File: src/rtl/ata_tf_pkg.sv
package ata_tf_pkg;
  localparam logic [2:0] OFS_DATA   = 3'd0;
  localparam logic [2:0] OFS_ERROR  = 3'd1;
  localparam logic [2:0] OFS_DEVICE = 3'd6;
  localparam logic [2:0] OFS_CMDSTS = 3'd7;

  localparam logic [7:0] CMD_IDENTIFY = 8'hEC;
  localparam logic [7:0] CMD_FLUSH    = 8'hE7;

  localparam logic [7:0] ERRB_ABORT = 8'h04;

  localparam int STB_BUSY  = 7;
  localparam int STB_READY = 6;
  localparam int STB_FAULT = 5;
  localparam int STB_DREQ  = 3;
  localparam int STB_ERR   = 0;

  localparam int DEVB_SEL1 = 4;

  typedef enum logic [1:0] {
    CTL_IDLE  = 2'd0,
    CTL_XFER  = 2'd1,
    CTL_FLUSH = 2'd2
  } ctl_state_e;
endpackage

File: src/rtl/ata_tf_shadow.sv
module ata_tf_shadow #(
  parameter int FIRST_OFS = 2,
  parameter int NUM_REGS  = 5
) (
  input  logic                    clk,
  input  logic                    rst_n,
  input  logic                    wr_en,
  input  logic [2:0]              reg_addr,
  input  logic [7:0]              wr_byte,
  output logic [NUM_REGS*8-1:0]   regs_flat
);
  genvar g;
  generate
    for (g = 0; g < NUM_REGS; g++) begin : g_reg
      logic       hit;
      logic [7:0] val_q;
      logic [7:0] val_d;

      assign hit = wr_en && (reg_addr == 3'(FIRST_OFS + g));

      always_comb begin
        val_d = val_q;
        if (hit) val_d = wr_byte;
      end

      always_ff @(posedge clk or negedge rst_n) begin
        if (!rst_n) val_q <= 8'h00;
        else        val_q <= val_d;
      end

      assign regs_flat[g*8 +: 8] = val_q;
    end
  endgenerate
endmodule

File: src/rtl/ata_tf_ident.sv
module ata_tf_ident #(
  parameter int               PW          = 8,
  parameter logic [159:0]     SERIAL_TXT  = "UNIT-SERIAL-00000001",
  parameter logic [63:0]      VERSION_TXT = "REV 1.00"
) (
  input  logic [PW-1:0] idx,
  output logic [15:0]   word
);
  localparam int SER_FIRST = 10;
  localparam int SER_WORDS = 10;
  localparam int VER_FIRST = 23;
  localparam int VER_WORDS = 4;
  localparam int CAP_WORD  = 85;

  always_comb begin
    int i;
    i = int'(idx);
    word = 16'h0000;
    if (i == 0) begin
      word = 16'h0040;
    end else if (i >= SER_FIRST && i < SER_FIRST + SER_WORDS) begin
      word = SERIAL_TXT[159 - 16*(i - SER_FIRST) -: 16];
    end else if (i >= VER_FIRST && i < VER_FIRST + VER_WORDS) begin
      word = VERSION_TXT[63 - 16*(i - VER_FIRST) -: 16];
    end else if (i == CAP_WORD) begin
      word = 16'h0020;
    end
  end
endmodule

File: src/rtl/ata_tf_cmdctl.sv
module ata_tf_cmdctl
  import ata_tf_pkg::*;
#(
  parameter int FLUSH_CYCLES = 40,
  parameter int IDENT_WORDS  = 256
) (
  input  logic                           clk,
  input  logic                           rst_n,
  input  logic                           cmd_wr,
  input  logic [7:0]                     cmd_code,
  input  logic                           stat_rd,
  input  logic                           data_rd,
  input  logic                           dev1_sel,
  output logic [7:0]                     status,
  output logic [7:0]                     err_byte,
  output logic [$clog2(IDENT_WORDS)-1:0] word_idx,
  output logic                           intrq
);
  localparam int CW = $clog2(FLUSH_CYCLES + 1);
  localparam int PW = $clog2(IDENT_WORDS);
  localparam logic [CW-1:0] CNT_LOAD = CW'(FLUSH_CYCLES - 1);
  localparam logic [PW-1:0] PTR_LAST = PW'(IDENT_WORDS - 1);

  ctl_state_e    st_q, st_d;
  logic [CW-1:0] cnt_q, cnt_d;
  logic [PW-1:0] ptr_q, ptr_d;
  logic          errf_q, errf_d;
  logic [7:0]    errb_q, errb_d;
  logic          irq_q, irq_d;
  logic          done;
  logic          busy, dreq;

  assign busy = (st_q == CTL_FLUSH);
  assign dreq = (st_q == CTL_XFER);

  always_comb begin
    st_d   = st_q;
    cnt_d  = cnt_q;
    ptr_d  = ptr_q;
    errf_d = errf_q;
    errb_d = errb_q;
    irq_d  = irq_q;
    done   = 1'b0;
    if (stat_rd) irq_d = 1'b0;
    if (busy) begin
      if (cnt_q == '0) begin
        st_d = CTL_IDLE;
        done = 1'b1;
      end else begin
        cnt_d = cnt_q - 1'b1;
      end
    end else if (cmd_wr) begin
      case (cmd_code)
        CMD_IDENTIFY: begin
          st_d   = CTL_XFER;
          ptr_d  = '0;
          errf_d = 1'b0;
          errb_d = 8'h00;
          done   = 1'b1;
        end
        CMD_FLUSH: begin
          st_d   = CTL_FLUSH;
          cnt_d  = CNT_LOAD;
          errf_d = 1'b0;
          errb_d = 8'h00;
        end
        default: begin
          st_d   = CTL_IDLE;
          errf_d = 1'b1;
          errb_d = ERRB_ABORT;
          done   = 1'b1;
        end
      endcase
    end else if (dreq && data_rd) begin
      ptr_d = ptr_q + 1'b1;
      if (ptr_q == PTR_LAST) st_d = CTL_IDLE;
    end
    if (done && !dev1_sel) irq_d = 1'b1;
  end

  always_ff @(posedge clk or negedge rst_n) begin
    if (!rst_n) begin
      st_q   <= CTL_IDLE;
      cnt_q  <= '0;
      ptr_q  <= '0;
      errf_q <= 1'b0;
      errb_q <= 8'h00;
      irq_q  <= 1'b0;
    end else begin
      st_q   <= st_d;
      cnt_q  <= cnt_d;
      ptr_q  <= ptr_d;
      errf_q <= errf_d;
      errb_q <= errb_d;
      irq_q  <= irq_d;
    end
  end

  always_comb begin
    status            = 8'h00;
    status[STB_BUSY]  = busy;
    status[STB_READY] = 1'b1;
    status[STB_FAULT] = 1'b0;
    status[STB_DREQ]  = dreq;
    status[STB_ERR]   = errf_q;
  end

  assign err_byte = errb_q;
  assign word_idx = ptr_q;
  assign intrq    = irq_q;

  // a status read with no completion possible drops the line
  assert_stat_read_clears_R7: assert property (@(posedge clk) disable iff (!rst_n)
    (stat_rd && !busy && !cmd_wr) |=> !intrq);

  // the line only rises after a cycle with device 0 selected
  assert_irq_dev0_only_R8: assert property (@(posedge clk) disable iff (!rst_n)
    $rose(intrq) |-> $past(!dev1_sel));

  // an error bit in status always comes with the abort code
  assert_err_has_abort_R6: assert property (@(posedge clk) disable iff (!rst_n)
    status[STB_ERR] |-> err_byte[2]);

  // a command written while busy leaves the error byte unchanged
  assert_busy_cmd_ignored_R9: assert property (@(posedge clk) disable iff (!rst_n)
    (busy && cmd_wr) |=> $stable(err_byte));

  // data request falls after the last identify word
  assert_xfer_ends_R3: assert property (@(posedge clk) disable iff (!rst_n)
    (dreq && data_rd && !cmd_wr && word_idx == PTR_LAST) |=> !status[STB_DREQ]);

  // end of flush raises the line when device 0 is selected
  assert_flush_end_irq_R5: assert property (@(posedge clk) disable iff (!rst_n)
    $fell(status[STB_BUSY]) |-> (intrq || $past(dev1_sel)));
endmodule

File: src/rtl/ata_taskfile_unit.sv
module ata_taskfile_unit
  import ata_tf_pkg::*;
#(
  parameter int           FLUSH_CYCLES = 40,
  parameter int           IDENT_WORDS  = 256,
  parameter logic [159:0] SERIAL_TXT   = "UNIT-SERIAL-00000001",
  parameter logic [63:0]  VERSION_TXT  = "REV 1.00"
) (
  input  logic        clk,
  input  logic        rst_n,
  input  logic        rd_en,
  input  logic        wr_en,
  input  logic [2:0]  reg_addr,
  input  logic [7:0]  wr_byte,
  output logic [15:0] rd_data,
  output logic        intrq
);
  localparam int SH_FIRST = 2;
  localparam int SH_NUM   = 5;
  localparam int PW       = $clog2(IDENT_WORDS);

  logic [SH_NUM*8-1:0] sh_flat;
  logic [7:0]          status, err_byte, dev_reg;
  logic [PW-1:0]       word_idx;
  logic [15:0]         id_word;
  logic                cmd_wr, stat_rd, data_rd;

  assign cmd_wr  = wr_en && (reg_addr == OFS_CMDSTS);
  assign stat_rd = rd_en && (reg_addr == OFS_CMDSTS);
  assign data_rd = rd_en && (reg_addr == OFS_DATA);
  assign dev_reg = sh_flat[(int'(OFS_DEVICE) - SH_FIRST)*8 +: 8];

  ata_tf_shadow #(.FIRST_OFS(SH_FIRST), .NUM_REGS(SH_NUM)) u_shadow (
    .clk       (clk),
    .rst_n     (rst_n),
    .wr_en     (wr_en),
    .reg_addr  (reg_addr),
    .wr_byte   (wr_byte),
    .regs_flat (sh_flat)
  );

  ata_tf_cmdctl #(.FLUSH_CYCLES(FLUSH_CYCLES), .IDENT_WORDS(IDENT_WORDS)) u_ctl (
    .clk      (clk),
    .rst_n    (rst_n),
    .cmd_wr   (cmd_wr),
    .cmd_code (wr_byte),
    .stat_rd  (stat_rd),
    .data_rd  (data_rd),
    .dev1_sel (dev_reg[DEVB_SEL1]),
    .status   (status),
    .err_byte (err_byte),
    .word_idx (word_idx),
    .intrq    (intrq)
  );

  ata_tf_ident #(.PW(PW), .SERIAL_TXT(SERIAL_TXT), .VERSION_TXT(VERSION_TXT)) u_ident (
    .idx  (word_idx),
    .word (id_word)
  );

  always_comb begin
    rd_data = 16'h0000;
    case (reg_addr)
      OFS_DATA:   rd_data = status[STB_DREQ] ? id_word : 16'h0000;
      OFS_ERROR:  rd_data = {8'h00, err_byte};
      OFS_CMDSTS: rd_data = {8'h00, status};
      default:    rd_data = {8'h00, sh_flat[(int'(reg_addr) - SH_FIRST)*8 +: 8]};
    endcase
  end
endmodule

File: config.mk
export PLATFORM = sky130hd
export DESIGN_NAME = ata_taskfile_unit
export DESIGN_NICKNAME = d
export VERILOG_FILES = /design/src/rtl/ata_tf_pkg.sv /design/src/rtl/ata_tf_shadow.sv /design/src/rtl/ata_tf_ident.sv /design/src/rtl/ata_tf_cmdctl.sv /design/src/rtl/ata_taskfile_unit.sv
export SDC_FILE = /design/constraint.sdc
export NUM_CORES = 1
export LEC_CHECK = 0
export BUFFER_PORTS_ARGS = -buffer_cell sky130_fd_sc_hd__buf_2
export CAP_MARGIN = 40
export CORE_MARGIN = 2
export CORE_UTILIZATION = 60
export CTS_CLUSTER_SIZE = 16
export DETAILED_ROUTE_END_ITERATION = 12
export GPL_TIMING_DRIVEN = 0
export MAX_ROUTING_LAYER = met4
export PLACE_DENSITY = 0.9
export SLEW_MARGIN = 10
export SYNTH_ARGS = -nofsm -noshare
export SYNTH_HDL_FRONTEND = slang
export SYNTH_SLANG_ARGS = --single-unit
File: constraint.sdc
create_clock -name clk -period 3.2 [get_ports clk]
set_clock_uncertainty 0.05 [all_clocks]
set_input_delay 0.32 -clock clk [delete_from_list [all_inputs] [get_ports clk]]
set_output_delay 0.32 -clock clk [all_outputs]
set_load 0.1 [all_outputs]
# Yosys cells after proc, flatten, opt, wreduce, memory -nomap -nowiden

Cells that the tools add are included.

Output and inout port bits: 17
Bits of input ports: 15
Logic and storage cells: 96
Flip-flop bits (word level): 66

Equality and inequality tests: 16
Bitwise operators: 1
Shift-type cells: 3
Muxes and demuxes: 27
Order comparisons: 4
Add/subtract/negate cells: 7
Reductions and logical operators: 27

Operators with widths:

| kind                                                                           | number |
|---|---|
| 175-bit by 32-bit indexed part select with 16-bit output, first input constant | 1 |
| 79-bit by 32-bit indexed part select with 16-bit output, first input constant  | 1 |
| 16-bit 2-to-1 mux                                                              | 4 |
| 16-bit one-hot mux with 3 select lines                                         | 1 |
| 40-bit by 7-bit indexed part select with 8-bit output                          | 1 |
| 8-bit equality test, second input constant                                     | 4 |
| 7-bit by 32-bit subtractor with 32-bit output, first input constant            | 1 |
| 9-bit by 32-bit subtractor with 32-bit output, first input constant            | 1 |
| 6-bit 2-to-1 mux                                                               | 5 |
| 8-bit 2-to-1 mux                                                               | 3 |
| 8-bit by 5-bit less-than comparator with 1-bit output, second input constant   | 2 |
| 3-bit equality test, second input constant                                     | 4 |
| 1-bit logical AND                                                              | 12 |
| 2-bit 2-to-1 mux                                                               | 5 |
| 3-bit AND reduction                                                            | 3 |
| 8-bit by 4-bit subtractor with 9-bit output, second input constant             | 1 |
| 8-bit by 5-bit subtractor with 9-bit output, second input constant             | 1 |
| 8-bit by 1-bit adder with 8-bit output, second input constant                  | 1 |
| 8-bit by 4-bit >= comparator with 1-bit output, second input constant          | 1 |
| 8-bit by 5-bit >= comparator with 1-bit output, second input constant          | 1 |
| 8-bit logical NOT                                                              | 1 |
| 2-bit nonzero test                                                             | 4 |
| 1-bit 2-to-1 mux                                                               | 7 |
| 3-bit by 2-bit equality test with 1-bit output, second input constant          | 2 |
| other kinds (16)                                                               | 18 |

# Depth between registers and ports, before layout

Depth in word-level cells: 8
Depth in mapped cells: 11
Gate-level depth less buffers: 10

# Hierarchy

From an unflattened synthesis, not the netlist that was laid out.

Cells, all modules: 382
Area total of the unflattened synthesis: 4137.7 um2

Modules (own cells, without submodules):

| module            | area each (um2) | seq. area each (um2) | cells each | instances |
|---|---|---|---|---|
| ata_tf_shadow     | 1604.0          | 1001.0               | 87         | 1 |
| ata_tf_cmdctl     | 1139.8          | 450.4                | 124        | 1 |
| ata_tf_ident      | 783.3           | 0.0                  | 114        | 1 |
| ata_taskfile_unit | 610.6           | 0.0                  | 57         | 1 |

# Least setup slack after synthesis

No wires, ideal clock.

Path type: flip-flop to output port
Start: register u_ctl.ptr_q[0] (netlist: u_ctl.word_idx[0])
End: output port rd_data[4]
Arrival time: 4326 ps
Path slack: -1496 ps
Stages on the path, launching flop included: 10
Buffers on the path: 2
Path through: dfrtp_1 > clkbuf_1 > nand2_1 > xnor2_1 > ha_1 > a2111oi_2 > and3_1 > buf_4 > a21oi_1 > o32ai_1

Longest elaborated chain between the ends: 8
Elaborated cells between the ends (all ways): 18
Those cells by class: 4 x add/sub; 4 x order compare; 2 x shift; 5 x mux; 3 x reduce/logical

RTL lines:

| item                                                    | line                    | source |
|---|---|---|
| start: declaration                                      | ata_tf_cmdctl.sv:26     | `logic [PW-1:0] ptr_q, ptr_d;` |
| start signal: assignment                                | ata_tf_cmdctl.sv:92     | `ptr_q <= ptr_d;` |
| 8-bit by 5-bit subtractor with 9-bit output             | ata_tf_ident.sv:24      | `word = VERSION_TXT[63 - 16*(i - VER_FIRST) -: 16];` |
| 7-bit by 32-bit subtractor with 32-bit output           | ata_tf_ident.sv:24      |  |
| 79-bit by 32-bit indexed part select with 16-bit output | ata_tf_ident.sv:24      |  |
| 16-bit 2-to-1 mux                                       | ata_tf_ident.sv:23      | `end else if (i >= VER_FIRST && i < VER_FIRST + VER_WORDS) begin` |
| 16-bit 2-to-1 mux                                       | ata_tf_ident.sv:21      | `end else if (i >= SER_FIRST && i < SER_FIRST + SER_WORDS) begin` |
| 16-bit 2-to-1 mux *                                     | ata_tf_ident.sv:19      | `if (i == 0) begin` |
| 16-bit 2-to-1 mux *                                     | ata_taskfile_unit.sv:64 | `OFS_DATA: rd_data = status[STB_DREQ] ? id_word : 16'h0000;` |
| 16-bit one-hot mux with 3 select lines *                | ata_taskfile_unit.sv:63 | `case (reg_addr)` |
| end: declaration                                        | ata_taskfile_unit.sv:15 | `output logic [15:0] rd_data,` |

Mark *: on every way between the ends. The rest lies on a longest branch, timed or not.

# Worst setup path after layout

Start: register u_ctl.ptr_q[1] (netlist: u_ctl.word_idx[1])
End: output port rd_data[8]

Same word-level chain as after synthesis.

==> impl_metrics.py <==
metrics = {
    "run_status": {
        "outcome": "finished with violations",
        "violations": "negative setup slack",
    },
    "worst_setup_path": {
        "required_ns": 2.83,
        "crit_type": "reg -> out",
        "worstPathArrival_ns": 2.97,
        "cp_max_fo": 6,
        "endpoint_kind": "output port",
        "r2r_cells": 7,
        "setup.worst_path.start_class": "flop",
    },
    "place": {
        "io_buffers": 27,
        "placed_area_mm2": 0.00438,
        "place.gp.congestion": 1.02,
        "dp_hpwl_mm": 7.43,
        "placed_cells": 502,
        "post-place-ws_ns": -0.226,
    },
    "synth": {
        "yosys.area.top_type_share": 0.367,
        "synth_area_leaders": "dfrtp_1 37%, mux2_2 12%, mux4_2 4.0%",
        "synth_largest_area_cell": "dfrtp_1",
        "synth-compound-area-share": 0.168,
        "synth_edf_count": 0,
        "synth_top_family_by_area": "simple AND/OR/NAND/NOR gates",
        "yosysWarnings": 0,
        "ys_seq_elements": 58,
        "synthFlopType": "dfrtp_1",
        "synthAdderAreaFrac": 0.0348,
        "synth_xor_xnor_area_share": 0.0370,
        "async_flop_share": 1.00,
        "synth.area.mux_share": 0.162,
        "yosysUniqueCellTypes": 75,
        "yosys.area_share.simple": 0.192,
        "syn_area_mm2": 0.00396,
        "netlist_instances": 394,
        "postSynthAreaPerCell_um2": 10.0,
        "synthesis.nets": 420,
        "ys_seq_area_frac": 0.367,
    },
    "timing": {
        "max_freq_ghz": 0.300,
        "grt_setup_unrepaired": "true",
        "fin_ws_ns": -0.135,
        "period_needed_ns": 3.34,
        "tightest_slew_ns": 0.636,
        "slew_viol_final": 0,
        "fin_setup_tns_ns": -0.890,
        "finalHoldViolations": 0,
        "hold_slack_ns": 0.224,
        "setup-violations-final": 10,
        "period_share": 1.04,
        "relSlewSlack": 0.575,
    },
    "min_path": {
        "hold_class": "in -> reg",
        "whs_path_depth": 2,
    },
    "cts": {
        "cts_buffer_depth": 2,
        "clkTransAtPathRegs_ns": 0.08,
        "cts_root_buf": "clkbuf_8",
        "cts_tree": "yes",
        "cts_buffers": 9,
        "clk_latency_ns": 0.35,
        "clock_sinks": 58,
        "htreeDepth": 3,
    },
    "drt": {
        "routedWlPerCell_um": 23.3,
        "ant_nets": 0,
        "drtPass1Iterations": 6,
        "route.detailed.drc": 0,
        "vias": 3853,
        "drt-total-wl_mm": 12.6,
        "via_per_inst": 7.14,
        "drt_iter0_drc": 497,
    },
    "die": {
        "initial_core_util": 0.623,
        "die_w_um": 85.2,
        "ios": 32,
        "die_area_mm2": 0.00726,
        "die_y_um": 85.2,
        "fp.coreArea_mm2": 0.00635,
        "rows": 29,
    },
    "grt": {
        "met2_usage": 0.522,
        "grt_max_degree": 38,
        "grt_pass1_wl_mm": 17.9,
        "grt_antenna_before_repair": 0,
        "met3_usage": 0.0496,
        "grt_pass1_vias": 3565,
        "grt_use_met1": 0.412,
        "grt-busiest-layer": "met2",
        "gr-total-overflow": 0,
        "track_usage": 0.323,
    },
    "cells_and_area": {
        "final_nets": 484,
        "multi_input_area_mm2": 0.00268,
        "utilization": 0.819,
        "final_area_mm2": 0.00520,
        "stdcell_count": 540,
        "syn2layout_area_growth_pct": 31.4,
        "drive_gt1_frac": 0.441,
        "diodes": 0,
        "fillCellCount": 309,
        "regArea_mm2": 0.00145,
    },
    "pwr": {
        "p_per_area_mw_per_mm2": 450,
        "finalPower_mw": 2.34,
        "ir_drop_v": 0.000387,
        "p_leak_nw": 2.09,
    },
    "flow_run": {
        "maxCapViolCount": 0,
    },
}
-- repair_timing --
| action | 4_1_cts | 5_1_grt |
|---|---|---|
| setup endpoints to repair | 14 | 14 |
| pin swaps | 12 | 22 |
| hold endpoints to repair | 36 | 0 |
| hold buffers | 1 | 0 |
| resized for setup | 45 | 52 |
| setup buffers | 9 | 12 |
-- cells in the mapped netlist (all sizes together), types with 3 or more instances --
cell type	instances
nand2b	6
clkbuf	8
a31oi	3
nor3	16
o21ai	16
nand3b	4
nor2b	5
and3	5
xor2	3
o31ai	3
nor4	3
nor4b	3
nand3	13
nor2	28
nand2	36
mux4	7
dfrtp	58
or3	5
xnor2	12
o21a	4
or2	3
buf	14
a21o	4
ha	11
inv	9
a211oi	3
nor3b	3
a21oi	27
o22ai	5
mux2	41
nand4	6
-- layer usage --
metal	wire length, um	share of wire
met5	0	0
met4	834	0.066
met3	1160	0.092
met2	6040	0.48
met1	4540	0.36
-- final timing paths --
path                                    from                         end  slack [ns]
max in group asynchronous              rst_n           u_ctl.word_idx[4]        2.31
min reg2reg                   u_ctl.cnt_q[0]              u_ctl.cnt_q[0]        0.45
min in group asynchronous              rst_n  u_shadow.g_reg[1].val_q[7]        0.40
max reg2reg                    u_ctl.st_q[1]           u_ctl.word_idx[6]        1.02
min                               wr_byte[4]  u_shadow.g_reg[4].val_q[4]        0.22
max                        u_ctl.word_idx[1]                  rd_data[8]       -0.14
-- area by class of cell --
class	count	area share
buffer	22	0.0296
clock buffer	11	0.0272
clock inverter	5	0.0149
inverter	9	0.00939
multi-input combinational	305	0.515
sequential	58	0.280
tap	77	0.0185
timing repair buffer	53	0.106
-- critical path, cell delays in order, from the launching register on --
cell      delay [ns]
dfrtp_2         0.48
ha_4            0.22
xnor2_2         0.20
ha_2            0.23
xnor2_2         0.14
mux2i_2         0.28
and3_4          0.22
buf_6           0.13
nand3_2         0.09
a21oi_2         0.21
a21boi_4        0.23
buf_12          0.19
-- cell usage in the layout, fill, tap and decap left out, types with 6 or more instances in the layout --
cell / synthesis / routed
a21oi_1: 24 / 20
a21oi_2: 3 / 6
buf_12: 0 / 10
buf_2: 7 / 19
buf_4: 4 / 23
buf_6: 2 / 8
clkbuf_1: 8 / 7
clkbuf_8: 0 / 10
dfrtp_1: 58 / 56
ha_1: 11 / 7
inv_1: 7 / 6
mux2_2: 41 / 41
mux4_2: 7 / 7
nand2_1: 36 / 34
nand3_1: 13 / 11
nor2_1: 28 / 25
nor3_1: 15 / 13
o21ai_0: 11 / 10
o21ai_2: 1 / 6
xnor2_1: 11 / 6
xnor2_2: 1 / 6
-- sequential cells by signal, indices dropped and copies added, names as in the netlist --
name              count
u_shadow.g.val_q     40
u_ctl.word_idx        8
u_ctl.cnt_q           6
u_ctl.st_q            2
u_ctl.err_byte        1
u_ctl.intrq           1
-- cell families (layout without fill, tap and decap cells) --
logic type	after synthesis	in the layout
AO/OA/AOI/OAI	89	89
adder cells (fa/ha/maj)	11	11
flip-flops	58	58
other	1	1
buffers and inverters	31	100
XOR/XNOR	15	15
multiplexers	50	50
AND/OR/NAND/NOR	139	139
-- where the power goes --
group          internal (mW)  total, mW  switching [mW]
Combinational          0.269      0.641           0.371
Clock                  0.457      0.757           0.300
Sequential             0.859      0.940          0.0803
Total                   1.59       2.34           0.752
(Power assumes the default switching activity.)
